==> config.mk <==
export PLATFORM = sky130hd
export DESIGN_NAME = prio_bus_matrix
export DESIGN_NICKNAME = d
export VERILOG_FILES = /design/src/rtl/bm_pkg.sv /design/src/rtl/bm_decode.sv /design/src/rtl/bm_hold.sv /design/src/rtl/bm_dphase.sv /design/src/rtl/prio_bus_matrix.sv
export SDC_FILE = /design/constraint.sdc
export NUM_CORES = 1
export LEC_CHECK = 0
export BUFFER_PORTS_ARGS = -buffer_cell sky130_fd_sc_hd__buf_4
export CAP_MARGIN = 20
export CELL_PAD_IN_SITES_DETAIL_PLACEMENT = 1
export CELL_PAD_IN_SITES_GLOBAL_PLACEMENT = 1
export CORE_AREA = 5 5 161 163
export CTS_CLUSTER_SIZE = 30
export DETAILED_ROUTE_END_ITERATION = 10
export DIE_AREA = 0 0 166 168
export PLACE_DENSITY = 0.66
export REMOVE_ABC_BUFFERS = 1
export SYNTH_ARGS = -nofsm -noshare
export SYNTH_HDL_FRONTEND = slang
export SYNTH_SLANG_ARGS = --single-unit
==> constraint.sdc <==
create_clock -name clk -period 7.8 [get_ports clk]
set_input_delay 1.17 -clock clk [delete_from_list [all_inputs] [get_ports clk]]
set_output_delay 1.17 -clock clk [all_outputs]
set_load 0.02 [all_outputs]
==> src/rtl/bm_pkg.sv <==
`timescale 1ns/1ps
package bm_pkg;

  // Destination of a granted transfer
  typedef enum logic [1:0] {
    TGT_EXT = 2'd0,
    TGT_INT = 2'd1,
    TGT_ERR = 2'd2
  } tgt_e;

  localparam logic [1:0] HT_IDLE   = 2'b00;
  localparam logic [1:0] HT_NONSEQ = 2'b10;

endpackage

==> src/rtl/bm_decode.sv <==
`timescale 1ns/1ps
module bm_decode
  import bm_pkg::*;
#(
  parameter int            AW        = 32,
  parameter logic [AW-1:0] WIN_LO    = 32'hE000_0000,
  parameter logic [AW-1:0] WIN_HI    = 32'hEFFF_FFFF,
  parameter logic [2:0]    WORD_SIZE = 3'd2
) (
  input  logic [AW-1:0] addr,
  input  logic [2:0]    size,
  output tgt_e          tgt
);

  logic in_win;

  always_comb begin
    in_win = (addr >= WIN_LO) && (addr <= WIN_HI);
    if (!in_win)                 tgt = TGT_EXT;
    else if (size != WORD_SIZE)  tgt = TGT_ERR;
    else                         tgt = TGT_INT;
  end

endmodule

==> src/rtl/bm_hold.sv <==
`timescale 1ns/1ps
// Per-master capture stage: keeps an accepted but ungranted request.
module bm_hold #(
  parameter int W = 36
) (
  input  logic         clk,
  input  logic         rst_n,
  input  logic         live_v,
  input  logic [W-1:0] live_d,
  input  logic         take,
  output logic         req_v,
  output logic [W-1:0] req_d,
  output logic         pend_q
);

  logic         pend_d;
  logic         cap_en;
  logic [W-1:0] held_q;

  always_comb begin
    pend_d = pend_q;
    if (pend_q) begin
      if (take) pend_d = 1'b0;
    end else if (live_v && !take) begin
      pend_d = 1'b1;
    end
    cap_en = !pend_q && live_v && !take;
  end

  always_ff @(posedge clk or negedge rst_n) begin
    if (!rst_n) pend_q <= 1'b0;
    else        pend_q <= pend_d;
  end

  always_ff @(posedge clk) begin
    if (cap_en) held_q <= live_d;
  end

  assign req_v = pend_q | live_v;
  assign req_d = pend_q ? held_q : live_d;

endmodule

==> src/rtl/bm_dphase.sv <==
`timescale 1ns/1ps
// Tracks the single data phase in flight: owner, target, local error.
module bm_dphase
  import bm_pkg::*;
(
  input  logic clk,
  input  logic rst_n,
  input  logic issue,
  input  logic iss_own,
  input  tgt_e iss_tgt,
  input  logic x_rdy,
  input  logic s_rdy,
  output logic bus_rdy,
  output logic dp_v,
  output logic dp_own,
  output tgt_e dp_tgt
);

  logic dp_v_d, dp_own_d, err2_q, err2_d;
  tgt_e dp_tgt_d;

  always_comb begin
    unique case (dp_tgt)
      TGT_EXT: bus_rdy = !dp_v || x_rdy;
      TGT_INT: bus_rdy = !dp_v || s_rdy;
      default: bus_rdy = !dp_v || err2_q;
    endcase
  end

  always_comb begin
    dp_v_d   = dp_v;
    dp_own_d = dp_own;
    dp_tgt_d = dp_tgt;
    err2_d   = err2_q;
    if (bus_rdy) begin
      dp_v_d   = issue;
      dp_own_d = iss_own;
      dp_tgt_d = iss_tgt;
      err2_d   = 1'b0;
    end else if (dp_tgt == TGT_ERR) begin
      err2_d   = 1'b1;
    end
  end

  always_ff @(posedge clk or negedge rst_n) begin
    if (!rst_n) begin
      dp_v   <= 1'b0;
      dp_own <= 1'b0;
      dp_tgt <= TGT_EXT;
      err2_q <= 1'b0;
    end else begin
      dp_v   <= dp_v_d;
      dp_own <= dp_own_d;
      dp_tgt <= dp_tgt_d;
      err2_q <= err2_d;
    end
  end

endmodule

==> src/rtl/prio_bus_matrix.sv <==
`timescale 1ns/1ps
module prio_bus_matrix
  import bm_pkg::*;
#(
  parameter int            AW        = 32,
  parameter int            DW        = 32,
  parameter logic [AW-1:0] WIN_LO    = 32'hE000_0000,
  parameter logic [AW-1:0] WIN_HI    = 32'hEFFF_FFFF,
  parameter logic [2:0]    WORD_SIZE = 3'd2
) (
  input  logic          clk,
  input  logic          rst_n,
  input  logic [AW-1:0] c_haddr,
  input  logic [1:0]    c_htrans,
  input  logic          c_hwrite,
  input  logic [2:0]    c_hsize,
  input  logic [DW-1:0] c_hwdata,
  output logic [DW-1:0] c_hrdata,
  output logic          c_hready,
  output logic          c_hresp,
  input  logic [AW-1:0] d_haddr,
  input  logic [1:0]    d_htrans,
  input  logic          d_hwrite,
  input  logic [2:0]    d_hsize,
  input  logic [DW-1:0] d_hwdata,
  output logic [DW-1:0] d_hrdata,
  output logic          d_hready,
  output logic          d_hresp,
  output logic [AW-1:0] x_haddr,
  output logic [1:0]    x_htrans,
  output logic          x_hwrite,
  output logic [2:0]    x_hsize,
  output logic [DW-1:0] x_hwdata,
  input  logic [DW-1:0] x_hrdata,
  input  logic          x_hready,
  input  logic          x_hresp,
  output logic [AW-1:0] s_haddr,
  output logic [1:0]    s_htrans,
  output logic          s_hwrite,
  output logic [2:0]    s_hsize,
  output logic [DW-1:0] s_hwdata,
  input  logic [DW-1:0] s_hrdata,
  input  logic          s_hready,
  input  logic          s_hresp
);

  localparam int NM = 2;           // index 0: core, index 1: debug

  typedef struct packed {
    logic [AW-1:0] addr;
    logic          wr;
    logic [2:0]    size;
  } ctl_t;
  localparam int CW = $bits(ctl_t);

  logic [NM-1:0] live_v, hrdy_o, resp_o, req_v, issued, pend;
  logic [1:0]    trans_in [NM];
  logic [CW-1:0] live_d   [NM];
  logic [CW-1:0] req_d    [NM];

  logic bus_rdy, dp_v, dp_own, issue, sel, resp_mux;
  tgt_e dp_tgt, iss_tgt;
  ctl_t win;
  logic [DW-1:0] rdata_mux;

  wire unused_trans_lsb = &{1'b0, c_htrans[0], d_htrans[0]};

  assign trans_in[0] = c_htrans;
  assign trans_in[1] = d_htrans;
  assign live_d[0]   = {c_haddr, c_hwrite, c_hsize};
  assign live_d[1]   = {d_haddr, d_hwrite, d_hsize};

  for (genvar m = 0; m < NM; m++) begin : g_mst
    assign live_v[m] = trans_in[m][1] & hrdy_o[m];
    assign issued[m] = issue && (sel == 1'(m));
    assign hrdy_o[m] = !pend[m] && !(dp_v && dp_own == 1'(m) && !bus_rdy);
    assign resp_o[m] = dp_v && (dp_own == 1'(m)) && resp_mux;

    bm_hold #(.W(CW)) u_hold (
      .clk    (clk),
      .rst_n  (rst_n),
      .live_v (live_v[m]),
      .live_d (live_d[m]),
      .take   (issued[m]),
      .req_v  (req_v[m]),
      .req_d  (req_d[m]),
      .pend_q (pend[m])
    );
  end

  // Fixed priority: core first
  always_comb begin
    sel   = req_v[0] ? 1'b0 : 1'b1;
    issue = bus_rdy && (|req_v);
    win   = ctl_t'(req_d[sel]);
  end

  bm_decode #(
    .AW(AW), .WIN_LO(WIN_LO), .WIN_HI(WIN_HI), .WORD_SIZE(WORD_SIZE)
  ) u_dec (
    .addr (win.addr),
    .size (win.size),
    .tgt  (iss_tgt)
  );

  bm_dphase u_dp (
    .clk     (clk),
    .rst_n   (rst_n),
    .issue   (issue),
    .iss_own (sel),
    .iss_tgt (iss_tgt),
    .x_rdy   (x_hready),
    .s_rdy   (s_hready),
    .bus_rdy (bus_rdy),
    .dp_v    (dp_v),
    .dp_own  (dp_own),
    .dp_tgt  (dp_tgt)
  );

  always_comb begin
    unique case (dp_tgt)
      TGT_EXT: begin resp_mux = x_hresp; rdata_mux = x_hrdata; end
      TGT_INT: begin resp_mux = s_hresp; rdata_mux = s_hrdata; end
      default: begin resp_mux = 1'b1;    rdata_mux = '0;       end
    endcase
  end

  assign x_htrans = (issue && iss_tgt == TGT_EXT) ? HT_NONSEQ : HT_IDLE;
  assign s_htrans = (issue && iss_tgt == TGT_INT) ? HT_NONSEQ : HT_IDLE;
  assign x_haddr  = win.addr;
  assign x_hwrite = win.wr;
  assign x_hsize  = win.size;
  assign s_haddr  = win.addr;
  assign s_hwrite = win.wr;
  assign s_hsize  = win.size;
  assign x_hwdata = dp_own ? d_hwdata : c_hwdata;
  assign s_hwdata = dp_own ? d_hwdata : c_hwdata;

  assign c_hrdata = rdata_mux;
  assign d_hrdata = rdata_mux;
  assign c_hready = hrdy_o[0];
  assign d_hready = hrdy_o[1];
  assign c_hresp  = resp_o[0];
  assign d_hresp  = resp_o[1];

endmodule

[Yosys cells after proc, flatten, opt, wreduce, memory -nomap -nowiden]
Cells that the tools add are included.
Word-level totals
  output and inout port bits: 208
  register bits: 79
  input bits: 210
  logic and storage cells: 78
Cells by class
  reduce and logical (&&, ||, !) cells: 35
  bitwise logic cells: 6
  order comparisons: 3
  equality and inequality tests: 4
  mux-type cells: 22
Operator list (count)
  two-way mux 36 bit: 5
  one-hot mux 32 bit (2 select lines): 1
  greater-or-equal comparator 32 bit (second input constant): 1
  less-or-equal comparator 32 bit (second input constant): 1
  two-way mux 32 bit: 1
  logical AND 1 bit: 20
  two-way mux 1 bit: 9
  zero test 1 bit: 8
  two-way mux 2 bit: 4
  == test 2 x 1 -> 1 bit (second input constant): 2
  zero test 2 bit: 2
  one-hot mux 1 bit (2 select lines): 2
  logical OR 1 bit: 3
  != test 3 x 2 -> 1 bit (second input constant): 1
  bitwise AND 1 bit: 2
  == test 2 bit (second input constant): 1
  greater-or-equal comparator 2 bit (second input constant): 1
  inverter 1 -> 2 bit: 1
  bitwise OR 1 bit: 2
  nonzero test 2 bit: 1
  OR reduction 2 bit: 1
  inverter 1 bit: 1

[Longest topological paths before layout]
Gate-level depths: netlist of the first run.
  depth in word-level cells: 20
  depth in mapped cells: 9
  gate-level depth less buffers: 5

[Modules after synthesis]
From an unflattened synthesis of the first run, not the netlist that was laid out.
Unflattened totals
  cell total of the unflattened synthesis: 469
  area total of the unflattened synthesis: 5933.2 µm²
By module, submodules not included
  bm_hold: instances 2, area an instance 1599.0 µm², sequential area each 1106.1 µm², cells an instance 80
  prio_bus_matrix: instances 1, area an instance 2399.8 µm², sequential area each 0.0 µm², cells an instance 271
  bm_dphase: instances 1, area an instance 304.0 µm², sequential area each 125.1 µm², cells an instance 34
  bm_decode: instances 1, area an instance 31.3 µm², sequential area each 0.0 µm², cells an instance 4

[Worst setup path after synthesis of the first run]
Ideal clock, no wire load.
  kind: input -> register
  start: input s_hready
  end: register g_mst[0].u_hold.held_q[0], enable pin
  stages: 4
  arrival time: 5.326 ns
  data required time: 7.281 ns
  library setup time: 0.519 ns
  setup slack: 1.955 ns
  buffers on the path: 0
  cell sequence: mux2i_1 > a22oi_1 > nor2_1 > nor4_1
Between the ends
  longest elaborated chain between the ends: 13
  elaborated cells between the ends (all ways): 19
  those cells by class: mux: 1; bitwise: 4; reduce/logical: 14
RTL lines
  start: declaration: RTL line prio_bus_matrix.sv:43  | input logic s_hready,
  logical OR 1 bit (*): RTL line bm_dphase.sv:25  | TGT_INT: bus_rdy = !dp_v || s_rdy;
  one-hot mux 1 bit (2 select lines) (*): RTL line bm_dphase.sv:23  | unique case (dp_tgt)
  zero test 1 bit: RTL line prio_bus_matrix.sv:76  | assign hrdy_o[m] = !pend[m] && !(dp_v && dp_own == 1'(m) && !bus_rdy);
  logical AND 1 bit: RTL line prio_bus_matrix.sv:76
  zero test 1 bit: RTL line prio_bus_matrix.sv:76
  logical AND 1 bit: RTL line prio_bus_matrix.sv:76
  bitwise AND 1 bit: RTL line prio_bus_matrix.sv:74  | assign live_v[m] = trans_in[m][1] & hrdy_o[m];
  bitwise OR 1 bit: RTL line bm_hold.sv:39  | assign req_v = pend_q | live_v;
  OR reduction 2 bit: RTL line prio_bus_matrix.sv:94  | issue = bus_rdy && (|req_v);
  logical AND 1 bit: RTL line prio_bus_matrix.sv:94
  logical AND 1 bit: RTL line prio_bus_matrix.sv:75  | assign issued[m] = issue && (sel == 1'(m));
  zero test 1 bit: RTL line bm_hold.sv:27  | cap_en = !pend_q && live_v && !take;
  logical AND 1 bit (*): RTL line bm_hold.sv:27
  named net g_mst[0].u_hold.cap_en: RTL line bm_hold.sv:17  | logic cap_en;
  end signal: assignment: RTL line bm_hold.sv:36  | if (cap_en) held_q <= live_d;
  end: declaration: RTL line bm_hold.sv:18  | logic [W-1:0] held_q;
The timed path passes the listed nets; every way through them passes the cells marked *.
A chain may end at the register's enable or synchronous reset.

[Worst setup path after layout of the first run]
  start: register u_dp.dp_tgt[0]
  end: output x_htrans[1]
Between the ends
  longest elaborated chain between the ends: 19
  elaborated cells between the ends (all ways): 30
  those cells by class: order compare: 2; eq/ne: 2; mux: 8; bitwise: 5; reduce/logical: 13
RTL lines
  start: declaration: RTL line bm_dphase.sv:16  | output tgt_e dp_tgt
  start signal: assignment: RTL line bm_dphase.sv:54  | dp_tgt <= dp_tgt_d;
  == test 2 x 1 -> 1 bit / zero test 2 bit (equally long branches): RTL line bm_dphase.sv:23
  one-hot mux 1 bit (2 select lines) (*): RTL line bm_dphase.sv:23
  zero test 1 bit: RTL line prio_bus_matrix.sv:76
  logical AND 1 bit: RTL line prio_bus_matrix.sv:76
  zero test 1 bit: RTL line prio_bus_matrix.sv:76
  logical AND 1 bit: RTL line prio_bus_matrix.sv:76
  bitwise AND 1 bit: RTL line prio_bus_matrix.sv:74
  bitwise OR 1 bit: RTL line bm_hold.sv:39
  two-way mux 1 bit: RTL line prio_bus_matrix.sv:93  | sel = req_v[0] ? 1'b0 : 1'b1;
  inverter 1 -> 2 bit (not written as such): RTL line prio_bus_matrix.sv:95  | win = ctl_t'(req_d[sel]);
  two-way mux 36 bit (not written as such) (3 in series): RTL line prio_bus_matrix.sv:95
  greater-or-equal comparator 32 bit (tied with other cells): RTL line bm_decode.sv:18  | in_win = (addr >= WIN_LO) && (addr <= WIN_HI);
  logical AND 1 bit / two-way mux 2 bit (equally long branches): RTL line bm_decode.sv:18, bm_decode.sv:20
  two-way mux 2 bit: RTL line bm_decode.sv:19  | if (!in_win) tgt = TGT_EXT;
  zero test 2 bit: RTL line prio_bus_matrix.sv:128  | assign x_htrans = (issue && iss_tgt == TGT_EXT) ? HT_NONSEQ : HT_IDLE;
  logical AND 1 bit (*): RTL line prio_bus_matrix.sv:128
  two-way mux 2 bit (*): RTL line prio_bus_matrix.sv:128
  end: declaration: RTL line prio_bus_matrix.sv:30  | output logic [1:0] x_htrans,
Mark *: on every way between the ends. The rest lies on a longest branch, timed or not. The select of a mux whose other input is x is not followed.

==> results of run 1 <==
==> worst min path at each step <==
stage | from | to | slack (ps) | cells past startpoint
after floorplan | u_dp.err2_q | u_dp.err2_q | 480 | 2
after global routing | u_dp.err2_q | u_dp.err2_q | 590 | 2
after global placement | u_dp.err2_q | u_dp.err2_q | 520 | 2
after detailed placement | u_dp.err2_q | u_dp.err2_q | 550 | 2
final | u_dp.err2_q | u_dp.err2_q | 550 | 2
after CTS | u_dp.err2_q | u_dp.err2_q | 560 | 2
==> metal layers <==
layer  share of wire  vias up  track usage  routed length, um
met5               0        -            0                  0
met4           0.015        0       0.0355                353
met3           0.075       20       0.0549               1740
met2            0.49      228        0.260              11400
met1            0.42     2332        0.188               9610
li1                -     2342            -                  -
==> worst register-to-register path, stage by stage (launching register included) <==
cell,delay [ps]
dfrtp_2,1030
mux2i_1,430
a211oi_1,650
nor2_1,380
nand2_2,180
and3_2,870
==> cells by family after synthesis <==
group                  synth area share
buffers and inverters             0.170
other                          0.000657
AND/OR/NAND/NOR                  0.0915
multiplexers                      0.185
flip-flops                        0.410
AO/OA/AOI/OAI                     0.144
==> final cells by class <==
class,count,area [um2]
flip-flops and latches,79,2340
fillers,2757,15600
multi-input cells,295,2420
clock buffers,12,236
well taps,324,405
repair buffers,419,3150
diodes,2,5.00
inverters,4,15.0
clock inverters,4,22.5
==> placed cells by master, fill, tap and decap left out, types with 3 or more instances in the layout <==
cell       count
buf_4        419
edfxtp_1      72
mux2i_1       67
nor2_1        41
nor2b_1       36
mux2_2        33
a211oi_2      30
a21oi_1       26
a21oi_2       10
clkbuf_16      9
nand2_1        6
a211oi_1       6
o211ai_1       4
inv_1          4
dfrtp_1        4
clkbuf_1       3
dfrtp_2        3
==> where the power goes <==
| group | switching [mW] | internal [mW] |
|---|---|---|
| combinational | 1.49 | 1.01 |
| sequential | 0.108 | 0.580 |
| clock | 0.167 | 0.214 |
| total | 1.77 | 1.80 |
==> state kept, by name, indices dropped and copies added (netlist names) <==
register             count
g_mst.u_hold.held_q     72
g_mst.u_hold.pend_q      2
u_dp.dp_tgt              2
u_dp.dp_v                1
u_dp.dp_own              1
u_dp.err2_q              1
==> per-stage QoR <==
step	util	setup slack (ps)	power (mW)
floorplan	-	1540	2.08
global placement	0.344	3000	3.22
detailed placement	0.344	3020	3.24
CTS	0.355	2710	3.63
global route	0.355	2540	3.78
finish	0.355	2830	3.57
==> Yosys cell counts, types with 5 or more instances <==
master,instances
buf_4,106
edfxtp_1,72
nor2b_1,36
buf_6,5
a211oi_2,30
nand2_1,6
mux2i_1,67
nor2_1,41
a21oi_2,10
dfrtp_1,7
buf_1,6
buf_2,6
mux2_2,33
clkbuf_1,13
a211oi_1,6
a21oi_1,26
==> flow_summary.toml, run 1 <==
[placed_design]
dp.cells = 1121
place_congestion = 0.881
placed_area_um2 = 8330
hpwl_um = 18800
port_buffers = 413

[route]
drtIter0Drc = 167
drcViolationCount = 0
vias_per_cell = 4.32
ant_nets = 0
routed_wl_um = 23100
first_pass_iters = 4
routedWlPerCell_um = 20.3
vias = 4922

[run_status]
status = "finished clean"

[setup_path]
crit_type = "flip-flop to output port"
crit_start = "u_dp.dp_tgt[0]"
reg2reg_depth = 5
slowest_stage = "dfrtp_2"
cp_common_cell = "nor2_1"
r2r-end = "g_mst[1].u_hold.held_q[4]"
r2r_start = "u_dp.dp_tgt[0]"
required_ps = 6630
critical-path-top-delay-family = "flip-flops"
setup.worst_path.end = "x_htrans[1]"
slowest_delay_ps = 1030
path_max_fanout = 36
crit_buf_inv = 1
worst-path-stages = 6
cp-start-kind = "flip-flop"
crit_path_end_kind = "output port"
cp.arrival_ps = 3800
path_cells = "mux2i_1 > a211oi_1 > nor2_1 > mux2_1 > nor2_1 > buf_4"
r2r_setup_slack_ps = 3830

[final_layout]
drive_gt1_frac = 0.632
final_cell_area_um2 = 8590
area_growth_pct = 50.5
nets = 1018
instances_no_fill = 1139

[timing]
rsz0062_at_grt = "false"
worst_pin_slew_ps = 1040
finalClockSkew_ps = 6.47
timing.fmax_mhz = 201
slew_headroom = 0.304
fin_crit_sh = 0.637
hold_viol_final = 0
fin_crit_ps = 4970
tns_ps = 0
finalSetupViolations = 0
whs_ps = 547
final_max_slew_viol_count = 0

[clocking]
cts_sinks = 79
insertion_delay_ps = 340
cts.clk_slew.worst_paths_ps = 60
cts_buffers = 9
cts-root-buf = "clkbuf_16"
cts_resized = 0
cts.path.max_buffers = 2
h-tree-depth = 3
post_cts_buffers = 0
cts_tree = "yes"
hold_buffers = 0

[synth]
synth_top_cell_area_share = 0.379
synthDistinctLibCells = 46
yosysTopAreaCell = "edfxtp_1"
syn_area_per_cell_um2 = 11.1
synth_edf_count = 72
synthArstFlopShare = 0.0886
synth_area_leaders = "edfxtp_1, buf_4, mux2i_1"
ys_ff_latch = 79
yosysSeqAreaShare = 0.410
yosysWarningCount = 0
synthCells = 513
syn_area_um2 = 5710
synth_ff_type = "edfxtp_1"

[floorplan]
dieArea_um2 = 27900
core_um2 = 24200
die_x_um = 166
die-height_um = 168
initial_core_util = 0.236
ios = 418
rows = 57

[global_routing]
grt_pass1_vias = 5132
grt_pass1_wl_um = 33300
antenna_found_initial = 2
overflow = 0
grt_max_degree = 62
track_usage = 0.154

[flow_run]
maxCapViolations = 0

[power]
power_density_nw_per_um2 = 416
vdd_drop_max_v = 0.000196
p_leak_nw = 3.64

[hold_path]
hold_class = "flip-flop to flip-flop"
(Power assumes the default switching activity.)
==> run 2, diff against run 1 <==
- CORE_AREA: 5 5 161 163 -> 5 5 160 162
- DIE_AREA: 0 0 166 168 -> 0 0 165 167
- PLACE_DENSITY: 0.66 -> 0.67
- clock period: 7.8 -> 4.8 ns (I/O delays scaled with it)
==> run 2 against run 1 <==
Net effect: hold slack got worse by 360 ps; final cell count fell by 0.18%; core utilization rose by 0.45 points; sequential power rose by 61%; first-iteration DRC count fell by 13%; via count rose by 0.39%; critical path type unchanged; largest power group unchanged; die area fell by 1.2%; total power rose by 64%; flip-flop and latch count did not move; register-to-register slack got worse by 2000 ps; wire length rose by 0.98%; global-route usage rose by 0.13 points.
==> flow_summary.toml, run 2 (synthesis gave the netlist of run 1 again) <==
[run_status]
status = "finished clean"

[setup_path]
crit_buf_inv = 2
crit_type = "flip-flop to output port"
path_cells = "buf_4 > nor2b_1 > a211o_1 > o211ai_1 > o2111ai_2 > a211oi_2 > buf_4"
critical-path-top-delay-family = "compound AO/OA/AOI/OAI gates"
slowest_stage = "dfrtp_2"
r2r_setup_slack_ps = 1820
cp_common_cell = "buf_4"
cp.arrival_ps = 2980
required_ps = 4080
crit_path_end_kind = "output port"
path_max_fanout = 32
cp-start-kind = "flip-flop"
slowest_delay_ps = 860
crit_start = "g_mst[1].u_hold.pend_q"
r2r_start = "u_dp.dp_v"

[clocking]
cts_buffers = 9
cts_sinks = 79
cts.path.max_buffers = 2
cts_tree = "yes"
cts-root-buf = "clkbuf_16"
cts.clk_slew.worst_paths_ps = 60
hold_buffers = 0
post_cts_buffers = 0
h-tree-depth = 3
cts_resized = 0
insertion_delay_ps = 340

[timing]
fin_crit_ps = 3700
hold_viol_final = 0
fin_crit_sh = 0.770
slew_headroom = 0.303
rsz0062_at_grt = "false"
worst_pin_slew_ps = 1050
finalClockSkew_ps = 11.3
timing.fmax_mhz = 270
setup_slack_ps = 1100
final_max_slew_viol_count = 0
finalSetupViolations = 0

[route]
dr_wl_met3_um = 2100
met1Wirelength_um = 9220
first_pass_iters = 4
routed_wl_um = 23300
ant_nets = 0
routedWlPerCell_um = 20.5
vias_per_cell = 4.35
highest_layer = "met4"
vias = 4941
met2_length_um = 11800
drtIter0Drc = 146
drcViolationCount = 0

[floorplan]
ios = 418
die-height_um = 167
die_x_um = 165
dieArea_um2 = 27600
rows = 57
core_um2 = 24000
initial_core_util = 0.238

[power]
vdd_drop_max_v = 0.000338
p_leak_nw = 3.65
total_power_mw = 5.87
power_density_nw_per_um2 = 680

[global_routing]
antenna_found_initial = 2
track_usage = 0.155
grt_pass1_vias = 5103
grt_max_degree = 62
grt_pass1_wl_um = 32300
overflow = 0

[final_layout]
top_regs = "g_mst.u_hold.held_q (72), g_mst.u_hold.pend_q (2), u_dp.dp_tgt (2)"
top_register = "g_mst.u_hold.held_q"
area_growth_pct = 51.1
filler_cell_count = 2754
mostFrequentLayoutCells = "buf_4, edfxtp_1, mux2i_1"
largest_reg_flops = 72
nets = 1019
drive_gt1_frac = 0.636
layout_commonest_cell = "buf_4"
final-seq-area_um2 = 2340
multi_input_area_um2 = 2420
antenna_cells = 0

[hold_path]
hold_class = "input pin to asynchronous set/reset pin"

[placed_design]
pre_cts_slack_ps = 1110
hpwl_um = 19100
port_buffers = 413
place_congestion = 0.851

[flow_run]
maxCapViolations = 0
[run 2: worst reg2reg max path, stage by stage (launching register included)]
cell and delay [ps]:
dfrtp_1 460, and4bb_1 290, a211oi_1 450, nor2_1 320
nand2_2 180, and3_2 900
[run 2: cell type report]
| cell class | count | area share |
|---|---|---|
| multi-input cells | 295 | 0.281 |
| flip-flops and latches | 79 | 0.272 |
| clock inverters | 5 | 0.00682 |
| well taps | 324 | 0.0470 |
| clock buffers | 10 | 0.0266 |
| inverters | 4 | 0.00174 |
| repair buffers | 420 | 0.366 |
[run 2: per-stage QoR]
stage	TNS, ps	hold WS [ps]	cells	area [um2]	utilization
finish	0	190	1137	8620	0.360
global route	0	180	1137	8620	0.360
CTS	0	178	1137	8620	0.360
detailed placement	0	532	1122	8330	0.348
global placement	0	535	1122	8330	0.348
floorplan	-70260	424	378	4760	-
[run 2: metal layers]
layer | track usage | up-vias
met5 | 0 | -
met4 | 0.0257 | 0
met3 | 0.0487 | 17
met2 | 0.279 | 224
met1 | 0.182 | 2352
li1 | - | 2348
[run 2: path summary, 6_finish.rpt]
kind,end,cells past startpoint
setup / recovery,s_htrans[1],7
hold / removal,u_dp.err2_q,1
setup reg to reg,g_mst[1].u_hold.held_q[18],5
hold reg to reg,u_dp.err2_q,2
max in group asynchronous,g_mst[1].u_hold.pend_q,1
min in group clk,u_dp.err2_q,2
[run 2: report_power, final]
part	internal, mW	switching, mW	total, mW
sequential	0.943	0.166	1.11
clock	0.401	0.284	0.686
combinational	1.64	2.43	4.07
